--- src/rtl/sdcp_pkg.sv ---
package sdcp_pkg;
  localparam int SDCP_CMD_W   = 48;
  localparam int SDCP_CRC_LO  = 8;
  localparam int SDCP_CRC_SPAN = SDCP_CMD_W - SDCP_CRC_LO;

  // CRC7, polynomial x^7 + x^3 + 1, zero seed, MSB first.
  function automatic logic [6:0] sdcp_crc7(input logic [SDCP_CRC_SPAN-1:0] d);
    logic [6:0] c;
    logic       fb;
    c = '0;
    for (int i = SDCP_CRC_SPAN - 1; i >= 0; i--) begin
      fb = d[i] ^ c[6];
      c  = {c[5:0], 1'b0};
      if (fb) c = c ^ 7'h09;
    end
    return c;
  endfunction
endpackage

--- src/rtl/sdcp_ptr.sv ---
module sdcp_ptr #(
  parameter int N_WIDE   = 3,
  parameter int N_NARROW = 6,
  parameter int PW       = 3
) (
  input  logic          clk,
  input  logic          rst_n,
  input  logic          clr,
  input  logic          adv,
  input  logic          narrow,
  output logic [PW-1:0] ptr,
  output logic          last_hit
);
  logic [PW-1:0] end_slot;

  assign end_slot = narrow ? PW'(N_NARROW - 1) : PW'(N_WIDE - 1);
  assign last_hit = adv && !clr && (ptr == end_slot);

  always_ff @(posedge clk or negedge rst_n) begin
    if (!rst_n)        ptr <= '0;
    else if (clr)      ptr <= '0;
    else if (last_hit) ptr <= '0;
    else if (adv)      ptr <= ptr + 1'b1;
  end

  // pointer wraps to the first slot after the final piece
  p_wrap_r8: assert property (@(posedge clk) disable iff (!rst_n)
    $past(last_hit) |-> (ptr == '0));
  // software reset leaves the pointer at zero
  p_clr_ptr_r10: assert property (@(posedge clk) disable iff (!rst_n)
    $past(clr) |-> (ptr == '0));
  // idle cycles keep the pointer
  p_idle_ptr_r11: assert property (@(posedge clk) disable iff (!rst_n)
    (!$past(adv) && !$past(clr)) |-> $stable(ptr));
  // pointer stays inside the byte-mode slot range
  p_bound_r6: assert property (@(posedge clk) disable iff (!rst_n)
    ptr < PW'(N_NARROW));
endmodule

--- src/rtl/sdcp_gather.sv ---
module sdcp_gather #(
  parameter int CMD_W    = 48,
  parameter int WORD_W   = 16,
  parameter int BYTE_W   = 8,
  parameter int N_WIDE   = 3,
  parameter int N_NARROW = 6,
  parameter int PW       = 3
) (
  input  logic              clk,
  input  logic              rst_n,
  input  logic              clr,
  input  logic              adv,
  input  logic              narrow,
  input  logic [PW-1:0]     ptr,
  input  logic [WORD_W-1:0] data,
  output logic [CMD_W-1:0]  merged
);
  logic [CMD_W-1:0] raw_q;

  // Current contents with the piece on the bus placed in its slot.
  always_comb begin
    merged = raw_q;
    if (adv) begin
      if (narrow) begin
        for (int k = 0; k < N_NARROW; k++)
          if (ptr == PW'(k)) merged[CMD_W-1-BYTE_W*k -: BYTE_W] = data[BYTE_W-1:0];
      end else begin
        for (int k = 0; k < N_WIDE; k++)
          if (ptr == PW'(k)) merged[CMD_W-1-WORD_W*k -: WORD_W] = data;
      end
    end
  end

  always_ff @(posedge clk or negedge rst_n) begin
    if (!rst_n)   raw_q <= '0;
    else if (clr) raw_q <= '0;
    else if (adv) raw_q <= merged;
  end

  // software reset empties the staging register
  p_clr_raw_r10: assert property (@(posedge clk) disable iff (!rst_n)
    $past(clr) |-> (raw_q == '0));
endmodule

--- src/rtl/sdcp_finish.sv ---
module sdcp_finish
  import sdcp_pkg::*;
#(
  parameter int CMD_W = SDCP_CMD_W
) (
  input  logic             clk,
  input  logic             rst_n,
  input  logic             clr,
  input  logic             fire,
  input  logic             crc_en,
  input  logic [CMD_W-1:0] merged,
  output logic [CMD_W-1:0] cmd_q,
  output logic             start_q
);
  logic [6:0]       crc_now;
  logic [CMD_W-1:0] final_cmd;

  assign crc_now = sdcp_crc7(merged[CMD_W-1:SDCP_CRC_LO]);

  always_comb begin
    final_cmd = merged;
    if (crc_en) final_cmd[7:1] = crc_now;
    final_cmd[0] = 1'b1;
  end

  always_ff @(posedge clk or negedge rst_n) begin
    if (!rst_n) begin
      cmd_q   <= '0;
      start_q <= 1'b0;
    end else if (clr) begin
      cmd_q   <= '0;
      start_q <= 1'b0;
    end else begin
      start_q <= fire;
      if (fire) cmd_q <= final_cmd;
    end
  end

  // strobe lasts one cycle
  p_pulse_r5: assert property (@(posedge clk) disable iff (!rst_n)
    start_q |=> !start_q);
  // command holds between strobes
  p_hold_r5: assert property (@(posedge clk) disable iff (!rst_n)
    (!start_q && !$past(clr)) |-> $stable(cmd_q));
  // end bit set on every issued command
  p_endbit_r2: assert property (@(posedge clk) disable iff (!rst_n)
    start_q |-> cmd_q[0]);
  // checksum field matches the payload when auto mode was on
  p_crc_r3: assert property (@(posedge clk) disable iff (!rst_n)
    (start_q && $past(crc_en)) |-> (cmd_q[7:1] == sdcp_crc7(cmd_q[CMD_W-1:SDCP_CRC_LO])));
  // software reset clears output state
  p_clr_out_r10: assert property (@(posedge clk) disable iff (!rst_n)
    $past(clr) |-> (cmd_q == '0 && !start_q));
endmodule

--- src/rtl/sd_cmd_pipe.sv ---
module sd_cmd_pipe
  import sdcp_pkg::*;
#(
  parameter int WORD_W = 16,
  parameter int BYTE_W = 8
) (
  input  logic                  clk,
  input  logic                  rst_n,
  input  logic                  soft_rst,
  input  logic                  wr_en,
  input  logic [WORD_W-1:0]     wr_data,
  input  logic                  byte_mode,
  input  logic                  crc_auto,
  output logic [SDCP_CMD_W-1:0] cmd_word,
  output logic                  cmd_start
);
  localparam int CMD_W    = SDCP_CMD_W;
  localparam int N_WIDE   = CMD_W / WORD_W;
  localparam int N_NARROW = CMD_W / BYTE_W;
  localparam int PW       = $clog2(N_NARROW);

  logic [PW-1:0]    slot;
  logic             seq_done;
  logic [CMD_W-1:0] staged;

  sdcp_ptr #(.N_WIDE(N_WIDE), .N_NARROW(N_NARROW), .PW(PW)) u_ptr (
    .clk(clk), .rst_n(rst_n), .clr(soft_rst), .adv(wr_en),
    .narrow(byte_mode), .ptr(slot), .last_hit(seq_done)
  );

  sdcp_gather #(.CMD_W(CMD_W), .WORD_W(WORD_W), .BYTE_W(BYTE_W),
                .N_WIDE(N_WIDE), .N_NARROW(N_NARROW), .PW(PW)) u_gather (
    .clk(clk), .rst_n(rst_n), .clr(soft_rst), .adv(wr_en),
    .narrow(byte_mode), .ptr(slot), .data(wr_data), .merged(staged)
  );

  sdcp_finish #(.CMD_W(CMD_W)) u_finish (
    .clk(clk), .rst_n(rst_n), .clr(soft_rst), .fire(seq_done),
    .crc_en(crc_auto), .merged(staged), .cmd_q(cmd_word), .start_q(cmd_start)
  );

  // a strobe only follows a sampled host write
  p_start_after_wr_r5: assert property (@(posedge clk) disable iff (!rst_n)
    cmd_start |-> $past(wr_en));
  // no strobe right after a software reset
  p_no_start_after_clr_r10: assert property (@(posedge clk) disable iff (!rst_n)
    $past(soft_rst) |-> !cmd_start);
endmodule

--- config.mk ---
export PLATFORM = sky130hd
export DESIGN_NAME = sd_cmd_pipe
export DESIGN_NICKNAME = d
export VERILOG_FILES = /design/src/rtl/sdcp_pkg.sv /design/src/rtl/sdcp_ptr.sv /design/src/rtl/sdcp_gather.sv /design/src/rtl/sdcp_finish.sv /design/src/rtl/sd_cmd_pipe.sv
export SDC_FILE = /design/constraint.sdc
export NUM_CORES = 1
export LEC_CHECK = 0
export BUFFER_PORTS_ARGS = -buffer_cell sky130_fd_sc_hd__buf_2
export CAP_MARGIN = 10
export CORE_MARGIN = 5
export CORE_UTILIZATION = 60
export DETAILED_ROUTE_END_ITERATION = 10
export PLACE_DENSITY = 0.81
export SLEW_MARGIN = 20
export SYNTH_ARGS = -nofsm -noshare
export SYNTH_HDL_FRONTEND = slang
export SYNTH_HIERARCHICAL = 1
export SYNTH_SLANG_ARGS = --single-unit
--- constraint.sdc ---
create_clock -name clk -period 5.35 [get_ports clk]
set_input_delay 1.07 -clock clk [delete_from_list [all_inputs] [get_ports clk]]
set_output_delay 1.07 -clock clk [all_outputs]
set_load 0.02 [all_outputs]
**Word level (Yosys, flattened, before mapping)**

Index checks and enable logic that the tools add are counted.

- Register bits after elaboration: 100
- Bits of input ports: 22
- Output and inout bits: 49
- Word-level logic and storage cells: 161

- $add $sub $neg: 1
- Eq/ne operators: 7
- Muxes and demuxes: 61
- Bitwise gates (word level): 78
- Reduce and logical (&&, ||, !) cells: 9

Operators by type and width:

| operator | count |
|---|---|
| $mux 48 | 6 |
| $mux 4 | 40 |
| $not 2->2 | 39 |
| $mux 16 | 3 |
| $mux 8 | 6 |
| $xor 1x1->1 | 36 |
| $mux 3 | 4 |
| $mux 7 | 1 |
| $eq 3x2->1 const B | 2 |
| $eq 3x3->1 const B | 2 |
| $reduce_bool 3->1 | 2 |
| $reduce_bool 2->1 | 2 |
| $add 3x1->3 const B | 1 |
| $eq 3x1->1 const B | 1 |
| $eq 3x3->1 | 1 |
| $logic_not 3->1 | 1 |
| $ne 3x2->1 const B | 1 |
| $reduce_and 3->1 | 1 |
| $xor 1x1->1 const B | 3 |
| $logic_and 1x1->1 | 2 |
| $logic_not 1->1 | 1 |
| $mux 1 | 1 |

**Logic depth before layout (Yosys ltp)**

- Depth in word-level cells: 86
- Mapped depth: 13
- Gate-level depth less buffers: 10

**Hierarchy**

Netlist, hierarchy kept.

By module, submodules not included:

| module | times used | cells each | area an instance (um2) | seq. area each (um2) |
|---|---|---|---|---|
| sdcp_gather | 1 | 353 | 3319.4 | 1201.2 |
| sdcp_finish | 1 | 241 | 2856.5 | 1226.2 |
| sdcp_ptr | 1 | 16 | 216.5 | 75.1 |

**Worst setup path after synthesis**

Ideal clock, no wire load.

- Path kind: input port to flip-flop
- Start point: input byte_mode
- End point: register u_finish.cmd_q[2]
- Library setup time: 0.123 ns
- Arrival: 4.095 ns
- Data required time: 5.227 ns
- Path slack: 1.132 ns
- Cell stages on the path: 12
- Path buffers: 3
- Cells stage by stage: buf_2 > buf_2 > buf_2 > mux2i_1 > a21oi_1 > xnor3_1 > xnor2_2 > xnor3_1 > xnor3_2 > xnor2_2 > mux2i_1 > o21ai_1

- Elaborated cells on any way between the ends: 98
- Those cells by class: eq/ne (1); mux (43); bitwise (52); reduce/logical (2)

RTL lines:

| element | line | source |
|---|---|---|
| start: declaration | sd_cmd_pipe.sv:12 | `input logic byte_mode,` |
| $mux 48 * | sdcp_gather.sv:24 | `if (narrow) begin` |
| $mux 48 * | sdcp_gather.sv:23 | `if (adv) begin` |
| net staged[41] | sd_cmd_pipe.sv:24 | `logic [CMD_W-1:0] staged;` |
| $xor 1x1->1 * | sdcp_pkg.sv:12 | `fb = d[i] ^ c[6];` |
| $mux 4 * | sdcp_pkg.sv:14 | `if (fb) c = c ^ 7'h09;` |
| $xor 1x1->1 / $mux 4 (equally long branches) | sdcp_pkg.sv:12, sdcp_pkg.sv:14 |  |
| $mux 4 | sdcp_pkg.sv:14 |  |
| $mux 4 / $not 2->2 (equally long branches) | -- |  |
| [... 18 more ...] | -- |  |
| $mux 4 | sdcp_pkg.sv:14 |  |
| $not 2->2 (no line) / $xor 1x1->1 (equally long branches) | -- |  |
| $mux 4 * | sdcp_pkg.sv:14 |  |
| $xor 1x1->1 * | sdcp_pkg.sv:12 |  |
| $mux 4 * (2 in series) | sdcp_pkg.sv:14 |  |
| $mux 7 * | sdcp_finish.sv:22 | `if (crc_en) final_cmd[7:1] = crc_now;` |
| $mux 48 * | sdcp_finish.sv:35 | `if (fire) cmd_q <= final_cmd;` |
| $mux 48 * | sdcp_finish.sv:30 | `end else if (clr) begin` |
| end signal: assignment | sdcp_finish.sv:35 |  |
| end: declaration | sdcp_finish.sv:12 | `output logic [CMD_W-1:0] cmd_q,` |

The timed path passes the listed nets; every way through them passes the cells marked *. The select of a mux whose other input is x is not followed.
A chain may end at the register's enable or synchronous reset.

**Worst setup path in the final report**

- Start point: input wr_en
- End point: register u_finish.cmd_q[2]

- Elaborated cells on any way between the ends: 96
- Those cells by class: mux (41); bitwise (52); reduce/logical (3)

RTL lines:

| element | line | source |
|---|---|---|
| start: declaration | sd_cmd_pipe.sv:10 | `input logic wr_en,` |
| $mux 48 | sdcp_gather.sv:23 |  |
| net staged[29] | sd_cmd_pipe.sv:24 |  |
| $xor 1x1->1 | sdcp_pkg.sv:12 |  |
| $mux 4 | sdcp_pkg.sv:14 |  |
| $xor 1x1->1 | sdcp_pkg.sv:12 |  |
| $mux 4 | sdcp_pkg.sv:14 |  |
| $xor 1x1->1 | sdcp_pkg.sv:12 |  |
| $mux 4 | sdcp_pkg.sv:14 |  |
| $xor 1x1->1 | sdcp_pkg.sv:12 |  |
| $mux 4 | sdcp_pkg.sv:14 |  |
| $xor 1x1->1 | sdcp_pkg.sv:12 |  |
| $mux 4 | sdcp_pkg.sv:14 |  |
| $xor 1x1->1 | sdcp_pkg.sv:12 |  |
| $mux 4 (2 in series) | sdcp_pkg.sv:14 |  |
| $mux 7 | sdcp_finish.sv:22 |  |
| $mux 48 | sdcp_finish.sv:35 |  |
| $mux 48 | sdcp_finish.sv:30 |  |

The timed path passes the listed nets, and every way through them passes these cells. The select of a mux whose other input is x is not followed.

==> qor.csv <==
metric,value,unit
total clock sinks,99,
total grt overflow,0,
TritonCTS clock tree,built,
Total GRT Usage,0.2697,
Final period util,0.8668,
relative slew slack,0.3167,
static power due to leakage,3.150,nW
DR vias,5022,
"CP delay by family, top",XOR/XNOR gates,
RSZ-0062 raised after global routing,no,
sequential power share,0.246,
setup tns final,0,ps
mapped cell area,0.006330,sq mm
Switch Pwr,1.191,mW
status,completed,
Mapped Cells,603,
global-route wire length before repair,27100,um
clk buf depth,2,
Chip Height,112.7,um
Worst-Skew Late Latency,380,ps
# H-tree levels,3,
Clk network pwr share,0.158,
Routed WL,17210,um
WP buf/inv,2,
Post CTS Setup Buffer Count,0,
hold buffers post-CTS,0,
maxcap violations,0,
Core ar.,0.01032,sq mm
area grow syn2layout,9.765,%
vias per inst,6.389,
Multi-input gate area,0.003601,sq mm
critical path class,input pin to flop,
Port-buffer cells,70,
syn avg cell area,10.50,sq um
Starting Density,0.6131,
share of layout cells above drive strength 1,0.1892,
fillers,792,
Slew Limit Fails,0,
Ys Warns,6,
Pwr Total,3.225,mW
nets,668,
Initial DRT Pass Iterations,5,
HPWL Detailed,12080,um
Fmax achieved,215.6,MHz
total CTS buffers,9,
crit start category,input pin,
Cell Rows,37,
CP required,5620,ps
worst hold-check path type,flop to flop,
Crit Path Max Fanout,35,
# IOs,71,
slowest CP cell,or4b_1,
crit end category,flop,
Clock Skew,7.652,ps
min Tclk post-route,4638,ps
power density over cell area,464.1,mW/mm^2
CP cell instances,"buf_2, buf_4, or3b_1, or4b_1, o211a_1, xnor3_1, xnor2_2, xnor3_1, xnor3_2, xnor2_2, mux2i_1, o21ai_1",
total die area,0.01270,sq mm
final hold violations,0,
crit path DAT,4910,ps
peak supply drop,0.5481,mV
Clock transition at path regs,100,ps
Syn Nets,626,
Routability Congestion,0.9424,
Final ANT Viol Nets,0,
largest net degree at the start of global routing,85,
worst slew pin tran,1025,ps
Die Width,112.7,um
hold_ws,500.6,ps
switch share,0.3693,
drc violations,0,
combinational share of power,0.596,
internal power,2.034,mW
routed len/inst,21.90,um
Root Driver,clkbuf_8,
Diodes inserted,0,
DR iter-0 viols,565,
vias in the first global route,4916,
Slowest Stage Delay on Critical Path,530,ps
Resize count post-CTS,0,
initial antenna violation count,0,
Register Area,0.002477,sq mm
endpoints failing setup,0,
## worst reg2reg max path, delay by kind of cell (launching register included)
family | cells | cell delay (ps)
AOI/OAI and AO/OA | 2 | 670
DFF | 1 | 740
and+or+nand+nor | 1 | 740
xor gates and xnor gates | 6 | 2040
muxes | 1 | 220
## metrics by stage
stage,worst slack [ps],utilization,instance area [sq um],instances
after floorplan,1132,-,6330,603
after global placement,497.0,0.6529,6740,770
after detailed placement,395.1,0.6529,6740,770
after CTS,781.0,0.6730,6948,786
after global routing,585.9,0.6730,6948,786
final,712.5,0.6730,6948,786
## metal layers
| layer | share of wire | track usage | vias up |
|---|---|---|---|
| met4 | 0.029 | 0.09696 | 0 |
| met5 | 0 | 0 | - |
| met2 | 0.45 | 0.4017 | 230 |
| li1 | - | - | 2264 |
| met3 | 0.082 | 0.06631 | 41 |
| met1 | 0.44 | 0.3849 | 2487 |
## power groups by stage
| stage | combinational (mW) | sequential (mW) | clock (mW) |
|---|---|---|---|
| 5_1_grt | 2.03 | 0.795 | 0.549 |
| 4_1_cts | 1.90 | 0.792 | 0.516 |
| 2_1_floorplan | 1.60 | 0.806 | 0 |
| 3_5_place_dp | 1.89 | 0.806 | 0 |
| 6_report | 1.92 | 0.793 | 0.509 |
| 3_3_place_gp | 1.85 | 0.805 | 0 |
## state kept, by name, summed over array words and instances (netlist names)
signal / flops
u_ptr/ptr: 3
u_finish/cmd_q: 48
u_gather/raw_q: 47
u_finish/start_q: 1
## path summary, 6_finish.rpt
check / slack [ps] / from / endpoint / depth (start not counted)
setup / recovery: 710 / wr_en / u_finish/cmd_q[2] / 12
hold / removal: 500 / u_finish/cmd_q[0] / u_finish/cmd_q[0] / 2
setup reg to reg: 790 / u_ptr/ptr[2] / u_finish/cmd_q[4] / 10
hold reg to reg: 500 / u_finish/cmd_q[0] / u_finish/cmd_q[0] / 2
max in group asynchronous: 3560 / rst_n / u_gather/raw_q[6] / 2
min in group asynchronous: 770 / rst_n / u_finish/cmd_q[39] / 1
## placed cells by master, fill, tap and decap left out, types with 8 or more instances in the layout
cell,n
a211oi_1,23
a21oi_1,27
buf_2,69
buf_4,13
clkbuf_8,9
dfrtp_1,99
inv_1,12
mux2i_1,68
nand2_1,23
nand2b_1,10
nand3_1,8
nand3b_1,17
nor2_1,56
nor3_1,8
nor3b_1,12
o2111a_1,9
o211a_1,9
o21ai_0,8
o32ai_1,13
xnor2_1,45
xnor3_1,14
xor2_1,8
## final cells by class
type	count	share of cell area
Inverter	13	0.007023
Sequential cell	99	0.3566
Clock buffer	9	0.01783
Multi-Input combinational cell	440	0.5183
Tap cell	136	0.02449
Clock inverter	7	0.01207
Timing Repair Buffer	82	0.06375
Power figures use the tool's default switching activity.
